<file path="config.mk">
export PLATFORM = sky130hd
export DESIGN_NAME = zero_run_expander
export DESIGN_NICKNAME = d
export VERILOG_FILES = /design/src/rtl/zrx_pkg.sv /design/src/rtl/zrx_code_match.sv /design/src/rtl/zrx_run_counter.sv /design/src/rtl/zrx_out_reg.sv /design/src/rtl/zero_run_expander.sv
export SDC_FILE = /design/constraint.sdc
export NUM_CORES = 1
export LEC_CHECK = 0
export ABC_AREA = 1
export BUFFER_PORTS_ARGS = -buffer_cell sky130_fd_sc_hd__buf_2
export CAP_MARGIN = 15
export CORE_MARGIN = 10
export CORE_UTILIZATION = 43
export DETAILED_ROUTE_END_ITERATION = 10
export PLACE_DENSITY = 0.91
export SETUP_SLACK_MARGIN = 0.15
export SYNTH_ARGS = -nofsm -noshare
export SYNTH_HDL_FRONTEND = slang
export SYNTH_SLANG_ARGS = --single-unit
</file>
<file path="constraint.sdc">
create_clock -name clk -period 2.2 [get_ports clk]
set_input_delay 0.11 -clock clk [delete_from_list [all_inputs] [get_ports clk]]
set_output_delay 0.11 -clock clk [all_outputs]
set_load 0.01 [all_outputs]
</file>
<file path="src/rtl/zrx_pkg.sv">
package zrx_pkg;
  localparam int BYTE_W = 8;
  localparam logic [BYTE_W-1:0] CODE_OFF = 8'hFF;

  // Run length for slot i: the longest run halves with each slot.
  function automatic int slot_run_len(input int longest, input int slot);
    return longest >> slot;
  endfunction
endpackage

</file>
<file path="src/rtl/zrx_code_match.sv">
module zrx_code_match #(
  parameter int DATA_W  = zrx_pkg::BYTE_W,
  parameter int N_CODES = 3,
  parameter logic [DATA_W-1:0] OFF_VAL = zrx_pkg::CODE_OFF,
  localparam int IDX_W  = (N_CODES > 1) ? $clog2(N_CODES) : 1
) (
  input  logic [DATA_W-1:0]         byte_in,
  input  logic [N_CODES*DATA_W-1:0] codes,
  output logic                      hit,
  output logic [IDX_W-1:0]          hit_idx
);
  logic [N_CODES-1:0] match;

  genvar gi;
  generate
    for (gi = 0; gi < N_CODES; gi++) begin : g_cmp
      logic [DATA_W-1:0] code_v;
      assign code_v    = codes[(N_CODES-gi)*DATA_W-1 -: DATA_W];
      assign match[gi] = (code_v != OFF_VAL) && (byte_in == code_v);
    end
  endgenerate

  // Lowest slot index is the longest run and has priority.
  always_comb begin
    hit     = 1'b0;
    hit_idx = '0;
    for (int k = N_CODES - 1; k >= 0; k--) begin
      if (match[k]) begin
        hit     = 1'b1;
        hit_idx = IDX_W'(k);
      end
    end
  end
endmodule

</file>
<file path="src/rtl/zrx_run_counter.sv">
module zrx_run_counter #(
  parameter int LONG_RUN = 8,
  parameter int N_CODES  = 3,
  localparam int IDX_W   = (N_CODES > 1) ? $clog2(N_CODES) : 1,
  localparam int CNT_W   = (LONG_RUN > 2) ? $clog2(LONG_RUN) : 1
) (
  input  logic             clk,
  input  logic             rst,
  input  logic             load,
  input  logic [IDX_W-1:0] load_idx,
  input  logic             step,
  output logic             busy
);
  logic [CNT_W-1:0] left_q;
  logic [CNT_W-1:0] reload [N_CODES];

  genvar gi;
  generate
    for (gi = 0; gi < N_CODES; gi++) begin : g_len
      assign reload[gi] = CNT_W'(zrx_pkg::slot_run_len(LONG_RUN, gi) - 1);
    end
  endgenerate

  always_ff @(posedge clk) begin
    if (rst) begin
      left_q <= '0;
    end else if (load) begin
      left_q <= reload[load_idx];
    end else if (step && left_q != '0) begin
      left_q <= left_q - 1'b1;
    end
  end

  assign busy = (left_q != '0);
endmodule

</file>
<file path="src/rtl/zrx_out_reg.sv">
module zrx_out_reg #(
  parameter int DATA_W = zrx_pkg::BYTE_W
) (
  input  logic              clk,
  input  logic              rst,
  input  logic              load,
  input  logic [DATA_W-1:0] load_data,
  input  logic              take,
  output logic              can_load,
  output logic              valid_q,
  output logic [DATA_W-1:0] data_q
);
  assign can_load = !valid_q || take;

  always_ff @(posedge clk) begin
    if (rst) begin
      valid_q <= 1'b0;
      data_q  <= '0;
    end else if (load && can_load) begin
      valid_q <= 1'b1;
      data_q  <= load_data;
    end else if (take) begin
      valid_q <= 1'b0;
    end
  end
endmodule

</file>
<file path="src/rtl/zero_run_expander.sv">
module zero_run_expander #(
  parameter int DATA_W   = 8,
  parameter int N_CODES  = 3,
  parameter int LONG_RUN = 8,
  parameter int CFG_W    = 56,
  localparam int CODE_BITS = N_CODES * DATA_W,
  localparam int IDX_W     = (N_CODES > 1) ? $clog2(N_CODES) : 1
) (
  input  logic              clk,
  input  logic              rst,
  input  logic              cmp_en,
  input  logic [CFG_W-1:0]  cmp_cfg,
  input  logic              in_valid,
  output logic              in_ready,
  input  logic [DATA_W-1:0] in_data,
  output logic              out_valid,
  input  logic              out_ready,
  output logic [DATA_W-1:0] out_data
);
  logic              code_hit;
  logic [IDX_W-1:0]  code_idx;
  logic              run_busy;
  logic              slot_free;
  logic              accept;
  logic              expand;
  logic              load_out;
  logic [DATA_W-1:0] load_byte;
  logic              cfg_unused;

  assign cfg_unused = ^cmp_cfg[CFG_W-1:CODE_BITS];

  zrx_code_match #(
    .DATA_W (DATA_W),
    .N_CODES(N_CODES),
    .OFF_VAL({DATA_W{1'b1}})
  ) u_match (
    .byte_in(in_data),
    .codes  (cmp_cfg[CODE_BITS-1:0]),
    .hit    (code_hit),
    .hit_idx(code_idx)
  );

  assign in_ready  = slot_free && !run_busy;
  assign accept    = in_valid && in_ready;
  assign expand    = accept && cmp_en && code_hit;
  assign load_out  = accept || run_busy;
  assign load_byte = (expand || run_busy) ? '0 : in_data;

  zrx_run_counter #(
    .LONG_RUN(LONG_RUN),
    .N_CODES (N_CODES)
  ) u_run (
    .clk     (clk),
    .rst     (rst),
    .load    (expand),
    .load_idx(code_idx),
    .step    (run_busy && slot_free),
    .busy    (run_busy)
  );

  zrx_out_reg #(
    .DATA_W(DATA_W)
  ) u_out (
    .clk      (clk),
    .rst      (rst),
    .load     (load_out),
    .load_data(load_byte),
    .take     (out_ready),
    .can_load (slot_free),
    .valid_q  (out_valid),
    .data_q   (out_data)
  );
endmodule

</file>
## Word-level counts from Yosys, hierarchy flattened

Index checks and enable logic that the tools add are counted.

- Add/sub/neg operators: 1
- Magnitude comparators: 1
- Equal/unequal tests: 6
- Muxes and demuxes: 14
- Bitwise logic cells: 1
- Reduce and logical (&&, ||, !) cells: 18

Operator list:

| cell | number |
|---|---|
| 8-bit == test | 3 |
| 8-bit != test, second input constant | 3 |
| 3-bit two-way mux | 4 |
| 1-bit logical AND | 10 |
| 8-bit two-way mux | 1 |
| 3-bit binary-select mux with 2-bit select | 1 |
| 2-bit two-way mux | 3 |
| 1-bit two-way mux | 5 |
| 2-bit nonzero test | 2 |
| 3-bit greater-or-equal comparator, second input constant | 1 |
| 1-bit logical OR | 3 |
| 2-bit inverter with 3-bit output | 1 |
| 3-bit nonzero test | 1 |
| 3-bit by 1-bit subtractor with 3-bit output, second input constant | 1 |
| 1-bit zero test | 2 |

- Bits in registers: 12

## Logic depth before layout (Yosys ltp)

Gate-level depths: netlist of run 1.

- Depth in word-level cells: 10
- Mapped depth: 13
- Gate-level depth less buffers: 12

## By module

From an unflattened synthesis of run 1, not the netlist that was laid out.

- Cell total of the unflattened synthesis: 235
- Area, all modules: 1386.3 µm²

Modules (own cells, without submodules):

| module | instances | cells each | area an instance (µm²) | sequential area each (µm²) |
|---|---|---|---|---|
| zrx_code_match | 1 | 112 | 501.7 | 0.0 |
| zrx_out_reg | 1 | 57 | 473.0 | 180.2 |
| zrx_run_counter | 1 | 38 | 249.0 | 60.1 |
| zero_run_expander | 1 | 28 | 162.7 | 0.0 |

## Worst setup path before layout of run 1

OpenSTA, ideal clock, no wires.

- Path kind: register -> register
- Start point: register u_run.left_q[0]
- End point: register u_out.data_q[6]
- Library setup time: 119 ps
- Arrival time: 1437 ps
- Required time: 2081 ps
- Setup slack: 644 ps
- Cell stages (with the launch flop): 11
- Buffers on the path: 1
- Period minus slack after synthesis: 1556 ps
- Cell sequence: dfxtp_1 inv_1 ha_1 inv_1 nor2_4 inv_2 o21ai_1 inv_2 buf_2 o21ai_0 a21oi_1

- Cells in the longest elaborated chain, start to end: 8

RTL lines:

| element | RTL line | source |
|---|---|---|
| from (decl) | zrx_run_counter.sv:14 | `logic [CNT_W-1:0] left_q;` |
| from (signal assigned) | zrx_run_counter.sv:28 | `left_q <= reload[load_idx];` |
| from (signal assigned) | zrx_run_counter.sv:30 | `left_q <= left_q - 1'b1;` |
| 3-bit nonzero test * | zrx_run_counter.sv:34 | `assign busy = (left_q != '0);` |
| 1-bit zero test | zero_run_expander.sv:43 | `assign in_ready = slot_free && !run_busy;` |
| 1-bit logical AND | zero_run_expander.sv:43 |  |
| 1-bit logical AND | zero_run_expander.sv:44 | `assign accept = in_valid && in_ready;` |
| 1-bit logical AND (2 in series) | zero_run_expander.sv:45 | `assign expand = accept && cmp_en && code_hit;` |
| 1-bit logical OR | zero_run_expander.sv:47 | `assign load_byte = (expand \|\| run_busy) ? '0 : in_data;` |
| 8-bit two-way mux | zero_run_expander.sv:47 |  |
| to (signal assigned) | zrx_out_reg.sv:21 | `data_q <= load_data;` |
| to (decl) | zrx_out_reg.sv:11 | `output logic [DATA_W-1:0] data_q` |

Mark *: on every way between the ends. The rest lies on a longest branch, timed or not.
A chain may end at the register's enable or synchronous reset.

## Final worst setup path of run 1

- Start point: register u_run.left_q[0]
- End point: register u_run.left_q[2]

- Cells in the longest elaborated chain, start to end: 7

RTL lines:

| element |
|---|
| branches (longest 7 deep; another with 3-bit by 1-bit subtractor with 3-bit output) |

Parallel ways; which one is timed is not known. The select of a mux whose other input is x is not followed.

==> summary.txt, run 1 <==
CTS
  • # H-tree levels: 1
  • Hold-fix buffers, CTS: 0
  • CTS Buf Count: 3
  • Clk_lat worst skew: 0.27 ns
  • Clock transition at the registers of the reported paths: 0.08 ns
  • Clk buf depth: 2
  • Resized cells post-CTS: 0
  • Postcts setup bufs: 0
  • Clock Tree Root: clkbuf_4
  • Clock sinks: 12
  • CTS tree: done

Critical path
  • Required time of the critical path: 2.37 ns
  • Setup crit end kind: flip-flop
  • CP max stage delay: 0.32 ns
  • Worst path cell trace: inv_1 > ha_1 > inv_1 > nor2_4 > nand3_2 > nor2_1 > nand3_1 > nand4_1 > nand2_1 > nand2_1 > a21oi_1
  • CP Launch Type: flip-flop
  • Delay-heaviest family, CP: simple AND/OR/NAND/NOR gates
  • CP bufs+invs: 2
  • Slowest CP cell: dfxtp_1
  • Setup Crit Path Kind: reg2reg
  • Worst EP arrival: 1.89 ns
  • Max FO, Critical Path: 10

Floorplanning
  • Starting density of the core: 45.4%
  • I/O pin count: 79
  • Die Y: 74.4 µm
  • Area of the core: 2810 µm²
  • Row cnt: 19
  • Die area: 5540 µm²
  • Chip width: 74.4 µm

Worst hold path
  • Hold Crit Class: in2reg

Placed design
  • Final RePlAce weighted congestion: 0.869
  • DP Wirelength: 3030 µm
  • # port buffers: 46

Logic synthesis
  • Syn Std Cell Area: 1270 µm²
  • Yosys Warn Count: 0
  • Sequential area share after synthesis: 18.9%
  • Post-synth cell types: 21
  • Yosys reg bits: 12
  • Syn Inst Count: 236
  • Synth area leader: nand2_1
  • Syn_nets: 307
  • Largest cells by area after synthesis: nand2_1 (26%), dfxtp_1 (19%), inv_1 (11%)
  • Synthesized area per cell: 5.40 µm²
  • Top-area cell type share of the netlist area: 26.2%

Pwr
  • Clk pwr share: 14.9%
  • Sequential share of power: 28.2%
  • Combinational power share: 57.0%
  • Sw frac: 44.6%
  • Int Pwr: 0.653 mW
  • Leakage: 0.953 nW
  • Pwr dens: 755 nW/µm²
  • Peak VDD IR: 381 µV
  • Switch Pwr: 0.526 mW

STA
  • Actual slew at the worst max-slew pin: 0.263 ns
  • Period utilization: 78.3%
  • RSZ-0062 raised after global routing: false
  • Skew final: 0.00214 ns
  • Setup TNS: 0 ns
  • Endpoints failing hold: 0
  • Min Tclk post-route: 1.72 ns
  • Max-slew headroom: 82.5%
  • Slew Limit Fails: 0
  • Achievable clock frequency: 0.581 GHz
  • Worst hold slack: 0.0318 ns
  • # setup viols final: 0

GRT
  • Global-route wire length before repair: 5680 µm
  • Initial antenna violation count: 0
  • Vias in the first global route: 1380
  • GRT Util Overall: 12.7%
  • Total gr overflow: 0
  • Largest net degree at the start of global routing: 17

Detailed routing
  • Via count: 1528
  • Drt wl/cell: 11.1 µm
  • Vias/cell: 4.85
  • Drt first pass iters: 4
  • DRC: 0
  • Drt initial violations: 109
  • Total Wirelength: 3490 µm
  • Routed Antenna Nets: 0

Final layout
  • Share of cells above drive strength 1: 23.9%
  • Area growth from synthesis to layout: 22.7%
  • Commonest non-fill, non-tap cell in the layout: nand2_1
  • FILL cells: 278
  • ANT cells: 0
  • Commonest non-fill, non-tap cells in the layout: nand2_1 (89), buf_2 (46), inv_1 (37), nor2_1 (24), nand3_1 (16)
  • Fin nets: 356

Run status
  • Status: completed

Run
  • Maxcap violations: 0
[metrics by stage]
step / power (mW) / worst slack [ns] / util (%) / instances / area (µm²)
final: 1.18 / 0.478 / 55.7 / 315 / 1560
after global routing: 1.29 / 0.279 / 55.7 / 315 / 1560
after CTS: 1.19 / 0.486 / 55.7 / 315 / 1560
after detailed placement: 1.01 / 0.495 / 54.4 / 311 / 1530
after global placement: 0.987 / 0.563 / 54.4 / 311 / 1530
after floorplan: 0.810 / 0.644 / - / 236 / 1270
[logic make-up (layout without fill, tap and decap cells)]
logic type      after synthesis  in the layout  synth area share [%]
simple gates                145            145                  49.9
buf+inv                      47             95                  14.5
xor+xnor                     10             10                  6.88
flops                        12             12                  18.9
fa+ha+maj                     2              2                  1.96
compound gates               20             20                  7.86
[layout make-up]
| class | instances | area, µm² | area share [%] |
|---|---|---|---|
| clock buffers | 4 | 36.3 | 2.32 |
| inverters | 45 | 169 | 10.8 |
| multi-input cells | 177 | 848 | 54.3 |
| flip-flops and latches | 12 | 240 | 15.4 |
| well taps | 31 | 38.8 | 2.48 |
| repair buffers | 46 | 230 | 14.7 |
[cells in the mapped netlist]
cell and n:
nand2_1 89, nand4_1 5, nor2_4 1, buf_6 1, xor2_1 1, nor2_2 4
nor2_1 24, dfxtp_1 12, nand3_1 16, a21oi_1 11, o21ai_0 8, o21ai_1 1
inv_2 7, ha_1 2, inv_1 37, buf_2 1, nand2_2 1, nand3_4 1
clkinv_1 1, nand3_2 4, xnor2_1 9
[registers in the layout, indices dropped and copies added, names as in the netlist]
signal	cells
u_out.data_q	8
u_out.valid_q	1
u_run.left_q	3
[per-layer routing]
| metal | wire (µm) | share of wire [%] | track usage [%] | up-vias |
|---|---|---|---|---|
| met5 | 0 | 0 | 0 | - |
| met4 | 25 | 0.72 | 2.52 | 0 |
| met3 | 299 | 8.6 | 3.86 | 2 |
| met2 | 1610 | 46 | 22.4 | 52 |
| met1 | 1560 | 45 | 14.7 | 657 |
| li1 | - | - | - | 817 |
[power by group through the flow]
stage | Clock (mW) | Combinational [mW] | Sequential [mW]
after CTS | 0.179 | 0.675 | 0.332
after global routing | 0.190 | 0.766 | 0.338
after floorplan | 0 | 0.451 | 0.360
final | 0.175 | 0.672 | 0.332
after detailed placement | 0 | 0.670 | 0.337
after global placement | 0 | 0.654 | 0.333
[final timing paths]
path	from	to	slack, ns	cells after the start
worst max-delay path	u_run.left_q[0]	u_run.left_q[2]	0.48	11
worst min-delay path	rst	u_out.valid_q	0.03	2
worst max register to register	u_run.left_q[0]	u_run.left_q[2]	0.48	11
worst min register to register	u_run.left_q[1]	u_run.left_q[1]	0.51	2
No activity file was read; power rests on OpenSTA's default activity.
==> inputs of run 2 (changes only) <==
- ABC_AREA: 1 -> 0
- CORE_UTILIZATION: 43 -> 38
- clock period: 2.2 -> 1.65 ns (I/O delays scaled with it)
==> summary.txt, run 2 <==
Run status
  • Status: finished with violations
  • Failing checks: setup timing

Logic synthesis
  • Synth area leader: dfxtp_1
  • Largest cells by area after synthesis: dfxtp_1 (26%), xnor2_1 (23%), nand4_1 (8.2%)
  • Ys flop type: dfxtp_1
  • Top-area cell type share of the netlist area: 26.2% (-0.070 points)
  • Synth Area in XOR/XNOR: 22.9% (+16 points)
  • Synthesized area per cell: 8.20 µm² (+52%)
  • Most common cell in the netlist: xnor2_1
  • Synth Area in Compound Gates: 8.99% (+1.1 points)
  • Synth cell count leaders: xnor2_1 (24), dfxtp_1 (12), nand4_1 (12)
  • Simple-gate share of the synthesized area: 35.8% (-14 points)
  • Main combinational cell family by area after synthesis: simple AND/OR/NAND/NOR gates
  • Syn Std Cell Area: 918 µm² (-28%)
  • Sequential area share after synthesis: 26.2% (+7.3 points)
  • Yosys Warn Count: 0 (unchanged)
  • Syn_nets: 183 (-40%)
  • Post-synth EDFFs: 0 (unchanged)
  • Post-synth cell types: 27 (+29%)
  • Mux contribution to synthesized area: 0% (unchanged)
  • Adder-Cell Fraction of Synth Area: 2.72% (+0.76 points)
  • Share of flip-flops with an asynchronous set or reset: 0% (unchanged)
  • Syn Inst Count: 112 (-53%)
  • Yosys reg bits: 12 (unchanged)

STA
  • # setup viols final: 5 (+5)
  • Max-slew headroom: 76.4% (-6.1 points)
  • Period utilization: 105% (+26 points)
  • Min setup slack post-route: -0.0746 ns (-0.552 ns)
  • Actual slew at the worst max-slew pin: 0.354 ns (+0.0914 ns)
  • Achievable clock frequency: 0.580 GHz (-0.13%)
  • Endpoints failing hold: 0 (unchanged)
  • Slew Limit Fails: 0 (unchanged)
  • Worst hold slack: 0.100 ns (+0.0685 ns)
  • RSZ-0062 raised after global routing: true
  • Min Tclk post-route: 1.72 ns (+0.00230 ns)
  • Skew final: 0.00261 ns (+0.000474 ns)

Placed design
  • Final RePlAce weighted congestion: 0.858 (-1.3%)
  • DP Wirelength: 2750 µm (-9.3%)
  • # port buffers: 46 (unchanged)

Floorplanning
  • Die Y: 69.2 µm (-7.1%)
  • Starting density of the core: 40.7% (-4.7 points)
  • Die area: 4780 µm² (-14%)
  • Area of the core: 2250 µm² (-20%)
  • Row cnt: 17 (-2)
  • I/O pin count: 79 (unchanged)
  • Chip width: 69.2 µm (-7.1%)

Critical path
  • Max FO, Critical Path: 4 (-6)
  • Worst path cell trace: inv_2 > ha_4 > nor2b_4 > nand4_4 > nor4_4 > nor4_4 > or3_1 > a21oi_2
  • Delay-heaviest family, CP: simple AND/OR/NAND/NOR gates
  • Worst EP arrival: 1.93 ns (+0.04 ns)
  • Critical Path Most Common Cell: nor4_4
  • CP Launch Type: flip-flop
  • Setup crit end kind: flip-flop
  • Slowest CP cell: dfxtp_2
  • Reg2Reg Depth: 8 (-3)
  • Setup Crit Path Kind: reg2reg
  • CP max stage delay: 0.33 ns (about the same)
  • Worst path depth: 8 (-3)
  • Required time of the critical path: 1.86 ns (-0.51 ns)
  • CP bufs+invs: 1 (-1)

Final layout
  • Biggest regs: u_out.data_q x8, u_run.left_q x3, u_out.valid_q x1
  • Commonest non-fill, non-tap cells in the layout: buf_2 (46), xnor2_1 (24), buf_4 (14), nand4_1 (12)
  • Biggest register: u_out.data_q
  • Share of cells above drive strength 1: 49.4% (+25 points)
  • Commonest non-fill, non-tap cell in the layout: buf_2
  • Max FFs per register: 8 (unchanged)
  • Area growth from synthesis to layout: 52.2%
  • Fin nets: 244 (-31%)
  • ANT cells: 0 (unchanged)

Pwr
  • Leakage: 0.555 nW (-42%)
  • Peak VDD IR: 814 µV (+110%)
  • Pwr dens: 1330 nW/µm² (+76%)
  • Final Power: 1.85 mW (+57%)

Detailed routing
  • Vias/cell: 5.37 (+11%)
  • Total Wirelength: 3390 µm (-2.9%)
  • Drt wl/cell: 17.0 µm (+53%)
  • Drt first pass iters: 4 (unchanged)
  • DRC: 0 (unchanged)
  • Drt initial violations: 41 (-62%)
  • Via count: 1073 (-30%)
  • Routed Antenna Nets: 0 (unchanged)

CTS
  • CTS Buf Count: 3 (unchanged)
  • CTS tree: done
  • Clk_lat worst skew: 0.27 ns (about the same)
  • Clock Tree Root: clkbuf_4
  • Clock sinks: 12 (unchanged)
  • Clk buf depth: 2 (unchanged)
  • Clock transition at the registers of the reported paths: 0.08 ns (about the same)
  • # H-tree levels: 1 (unchanged)

GRT
  • GRT Util Overall: 13.8% (+1.2 points)
  • Total gr overflow: 0 (unchanged)
  • Largest net degree at the start of global routing: 13 (-4)
  • Initial antenna violation count: 0 (unchanged)
  • Vias in the first global route: 1194 (-13%)
  • Global-route wire length before repair: 5660 µm (-0.35%)

Worst hold path
  • Worst hold path depth: 2 (unchanged)
  • Hold Crit Class: in2reg

Run
  • Maxcap violations: 0 (unchanged)
==> run 2: cell count changes after synthesis, moves of 2 or more <==
cell,delta
nand4_1,+7
nand3_2,-4
inv_1,-35
nand2_1,-79
nor4_2,+3
o21ai_0,-6
clkbuf_2,+3
nand3_1,-8
xnor2_1,+15
inv_2,-7
nand2b_1,+2
nor3_1,+2
nor2_1,-17
nor2_2,-4
==> run 2: kinds of logic (layout without fill, tap and decap cells) <==
family / count (synthesis) / in the layout
fa+ha+maj: 2 / 2
compound gates: 15 / 15
xor+xnor: 24 / 24
simple gates: 52 / 53
flops: 12 / 12
buf+inv: 7 / 66
==> run 2: final cells by class <==
cell class / instances / area, µm²
clock buffer: 4 / 36.3
fill: 216 / 857
inverter: 2 / 7.51
multi-input combinational: 94 / 741
sequential: 12 / 243
tap: 28 / 35.0
timing repair buffer: 60 / 335
==> run 2: per-stage QoR <==
step / TNS (ns) / cells / setup slack [ns] / cell area (µm²) / util [%]
final: -0.145 / 200 / -0.0746 / 1400 / 62.0
after detailed placement: -0.594 / 189 / -0.0869 / 1260 / 55.9
after CTS: -0.343 / 199 / -0.0765 / 1370 / 60.9
after floorplan: 0 / 112 / 0.0132 / 960 / -
after global placement: -0.0517 / 189 / -0.0517 / 1260 / 55.9
after global routing: -0.974 / 200 / -0.176 / 1400 / 62.0
==> run 2: metal layers <==
| layer | vias to the layer above | track usage, % | wire length (µm) |
|---|---|---|---|
| li1 | 524 | - | - |
| met1 | 500 | 13.6 | 1230 |
| met2 | 41 | 25.8 | 1870 |
| met3 | 8 | 5.28 | 212 |
| met4 | 0 | 4.21 | 82 |
| met5 | - | 0 | 0 |
==> run 2: what timing repair did <==
item                       CTS  global route
setup endpoints to repair    9            11
buffers inserted             5             1
pin swaps                    1             1
hold buffers                 0             0
cloned                       1             0
resized for setup            6             3
==> run 2: report_power, final <==
part / total (mW) / internal, mW / leakage [nW] / switching [mW]
registers: 0.443 / 0.386 / 0.0994 / 0.0566
clock network: 0.235 / 0.134 / 0.0210 / 0.101
logic: 1.17 / 0.584 / 0.435 / 0.591
==> run 2: worst paths after layout <==
path / start / endpoint / slack, ns
setup / recovery: u_run.left_q[0] / u_run.left_q[0] / -0.07
setup reg to reg: u_run.left_q[0] / u_run.left_q[0] / -0.07
hold / removal: rst / u_run.left_q[0] / 0.10
hold reg to reg: u_out.data_q[7] / u_out.data_q[7] / 0.46
==> inputs of run 3 (changes only) <==
- CAP_MARGIN: 15 -> 40
- CTS_BUF_LIST: not set -> sky130_fd_sc_hd__clkbuf_8 sky130_fd_sc_hd__clkbuf_16
==> summary.txt, run 3 (synthesis gave the netlist of run 2 again) <==
Run status
  • Status: finished with violations
  • Failing checks: setup timing

Detailed routing
  • Routed Antenna Nets: 0 (unchanged)
  • Drt initial violations: 40 (-2.4%)
  • Via count: 1071 (-0.19%)
  • Drt wl/cell: 17.0 µm (+0.44%)
  • Vias/cell: 5.36 (-0.19%)
  • Drt first pass iters: 4 (unchanged)
  • Total Wirelength: 3410 µm (+0.44%)
  • DRC: 0 (unchanged)

Final layout
  • Commonest non-fill, non-tap cell in the layout: buf_2
  • FILL cells: 208 (-3.7%)
  • Finished Core Util: 63.4% (+1.4 points)
  • Area growth from synthesis to layout: 55.6%
  • ANT cells: 0 (unchanged)
  • Biggest regs: u_out.data_q x8, u_run.left_q x3, u_out.valid_q x1
  • Commonest non-fill, non-tap cells in the layout: buf_2 (46), xnor2_1 (24), buf_4 (14), nand4_1 (12)
  • Fin nets: 244 (unchanged)
  • Final Instance Area: 1430 µm² (+2.2%)
  • Fin cells: 200 (unchanged)
  • Biggest register: u_out.data_q
  • Share of cells above drive strength 1: 50.0% (+0.58 points)
  • Max FFs per register: 8 (unchanged)

Floorplanning
  • Area of the core: 2250 µm² (unchanged)
  • Row cnt: 17 (unchanged)
  • Die Y: 69.2 µm (unchanged)
  • Chip width: 69.2 µm (unchanged)
  • I/O pin count: 79 (unchanged)
  • Starting density of the core: 40.7% (unchanged)
  • Die area: 4780 µm² (unchanged)

Placed design
  • DP Area: 1260 µm² (unchanged)
  • DP Wirelength: 2750 µm (unchanged)
  • Final RePlAce weighted congestion: 0.858 (unchanged)
  • DP Cell Count: 189 (unchanged)
  • # port buffers: 46 (unchanged)
  • Pre-CTS setup slack: -0.0869 ns (unchanged)

CTS
  • Clock Tree Root: clkbuf_8
  • Hold-fix buffers, CTS: 0 (unchanged)
  • Clk_lat worst skew: 0.24 ns (-0.03 ns)
  • Clock transition at the registers of the reported paths: 0.05 ns (-0.03 ns)
  • CTS Buf Count: 3 (unchanged)
  • Clk buf depth: 2 (unchanged)
  • Clock sinks: 12 (unchanged)
  • CTS tree: done
  • # H-tree levels: 1 (unchanged)

STA
  • Slew Limit Fails: 0 (unchanged)
  • Min setup slack post-route: -0.0484 ns (+0.0261 ns)
  • Skew final: 0.00116 ns (-0.00146 ns)
  • RSZ-0062 raised after global routing: true
  • Max-slew headroom: 75.3% (-1.1 points)
  • Period utilization: 103% (-1.6 points)
  • Min Tclk post-route: 1.70 ns (-0.0261 ns)
  • Endpoints failing hold: 0 (unchanged)
  • # setup viols final: 5 (unchanged)
  • Achievable clock frequency: 0.589 GHz (+1.5%)
  • Actual slew at the worst max-slew pin: 0.361 ns (+0.00722 ns)

Critical path
  • Required time of the critical path: 1.82 ns (-0.04 ns)
  • Worst EP arrival: 1.87 ns (-0.06 ns)
  • Delay-heaviest family, CP: simple AND/OR/NAND/NOR gates
  • Critical Path Most Common Cell: nor4_4
  • Worst path cell trace: inv_2 > ha_4 > nor2b_4 > nand4_4 > nor4_4 > nor4_4 > or3_1 > a21oi_2
  • CP max stage delay: 0.33 ns (about the same)
  • CP Launch Type: flip-flop
  • Slowest CP cell: or3_1
  • Setup crit end kind: flip-flop
  • Max FO, Critical Path: 4 (unchanged)
  • Setup Crit Path Kind: reg2reg
  • CP bufs+invs: 1 (unchanged)

GRT
  • GRT Util Overall: 13.8% (-0.029 points)
  • M3 GR Usage: 4.99% (-0.29 points)
  • Global-route wire length before repair: 5680 µm (+0.35%)
  • GR peak layer: met2
  • Vias in the first global route: 1182 (-1.0%)
  • Total gr overflow: 0 (unchanged)
  • Initial antenna violation count: 0 (unchanged)
  • Largest net degree at the start of global routing: 13 (unchanged)
  • Met2 Use GR: 26.5% (+0.71 points)
  • Met1 usage: 13.5% (-0.080 points)

Pwr
  • Leakage: 0.565 nW (+1.9%)
  • Peak VDD IR: 1010 µV (+24%)
  • Pwr dens: 1370 nW/µm² (+3.4%)

Run
  • Maxcap violations: 0 (unchanged)

Worst hold path
  • Hold Crit Class: in2reg
-- run 3: cell counts in the layout (fill, tap and decap cells not counted) --
Identical to the previous run, type by type.
-- run 3: area by class of cell --
type                            instances  area, µm²  area share, %
Tap cell                               28       35.0           2.45
Sequential cell                        12        243           17.0
Clock buffer                            4       55.1           3.85
Inverter                                2       7.51          0.525
Multi-Input combinational cell         94        753           52.7
Timing Repair Buffer                   60        335           23.5
-- run 3: final timing paths --
| kind | startpoint | to | slack, ns | cells after the start |
|---|---|---|---|---|
| min reg2reg | u_out.data_q[7] | u_out.data_q[7] | 0.46 | 2 |
| max reg2reg | u_run.left_q[0] | u_run.left_q[0] | -0.05 | 8 |
| max | u_run.left_q[0] | u_run.left_q[0] | -0.05 | 8 |
| min | rst | u_run.left_q[0] | 0.14 | 2 |
-- run 3: where the power goes --
group	switching [mW]	total, mW	internal (mW)
combinational	0.600	1.19	0.592
clock	0.110	0.321	0.211
sequential	0.0590	0.446	0.387
total	0.769	1.96	1.19
-- run 3: layer usage --
metal,part of all wire [%],wire [µm]
met4,1.0,34
met2,57,1930
met3,5.5,189
met5,0,0
met1,37,1250
-- run 3: stage by stage --
stage	hold slack (ns)	setup TNS (ns)	power, mW
floorplan	0.152	0	1.04
global placement	0.386	-0.0517	1.39
detailed placement	0.385	-0.594	1.45
CTS	0.130	-0.0513	1.95
global route	0.142	-0.883	2.11
finish	0.139	-0.103	1.96
-- run 3: repair_timing --
| action | 4_1_cts | 5_1_grt |
|---|---|---|
| setup buffers | 5 | 1 |
| cloned | 1 | 0 |
| endpoints found under the setup margin | 9 | 11 |
| hold endpoints to repair | 0 | 0 |
| pin swaps | 2 | 3 |
| resized for setup | 9 | 2 |
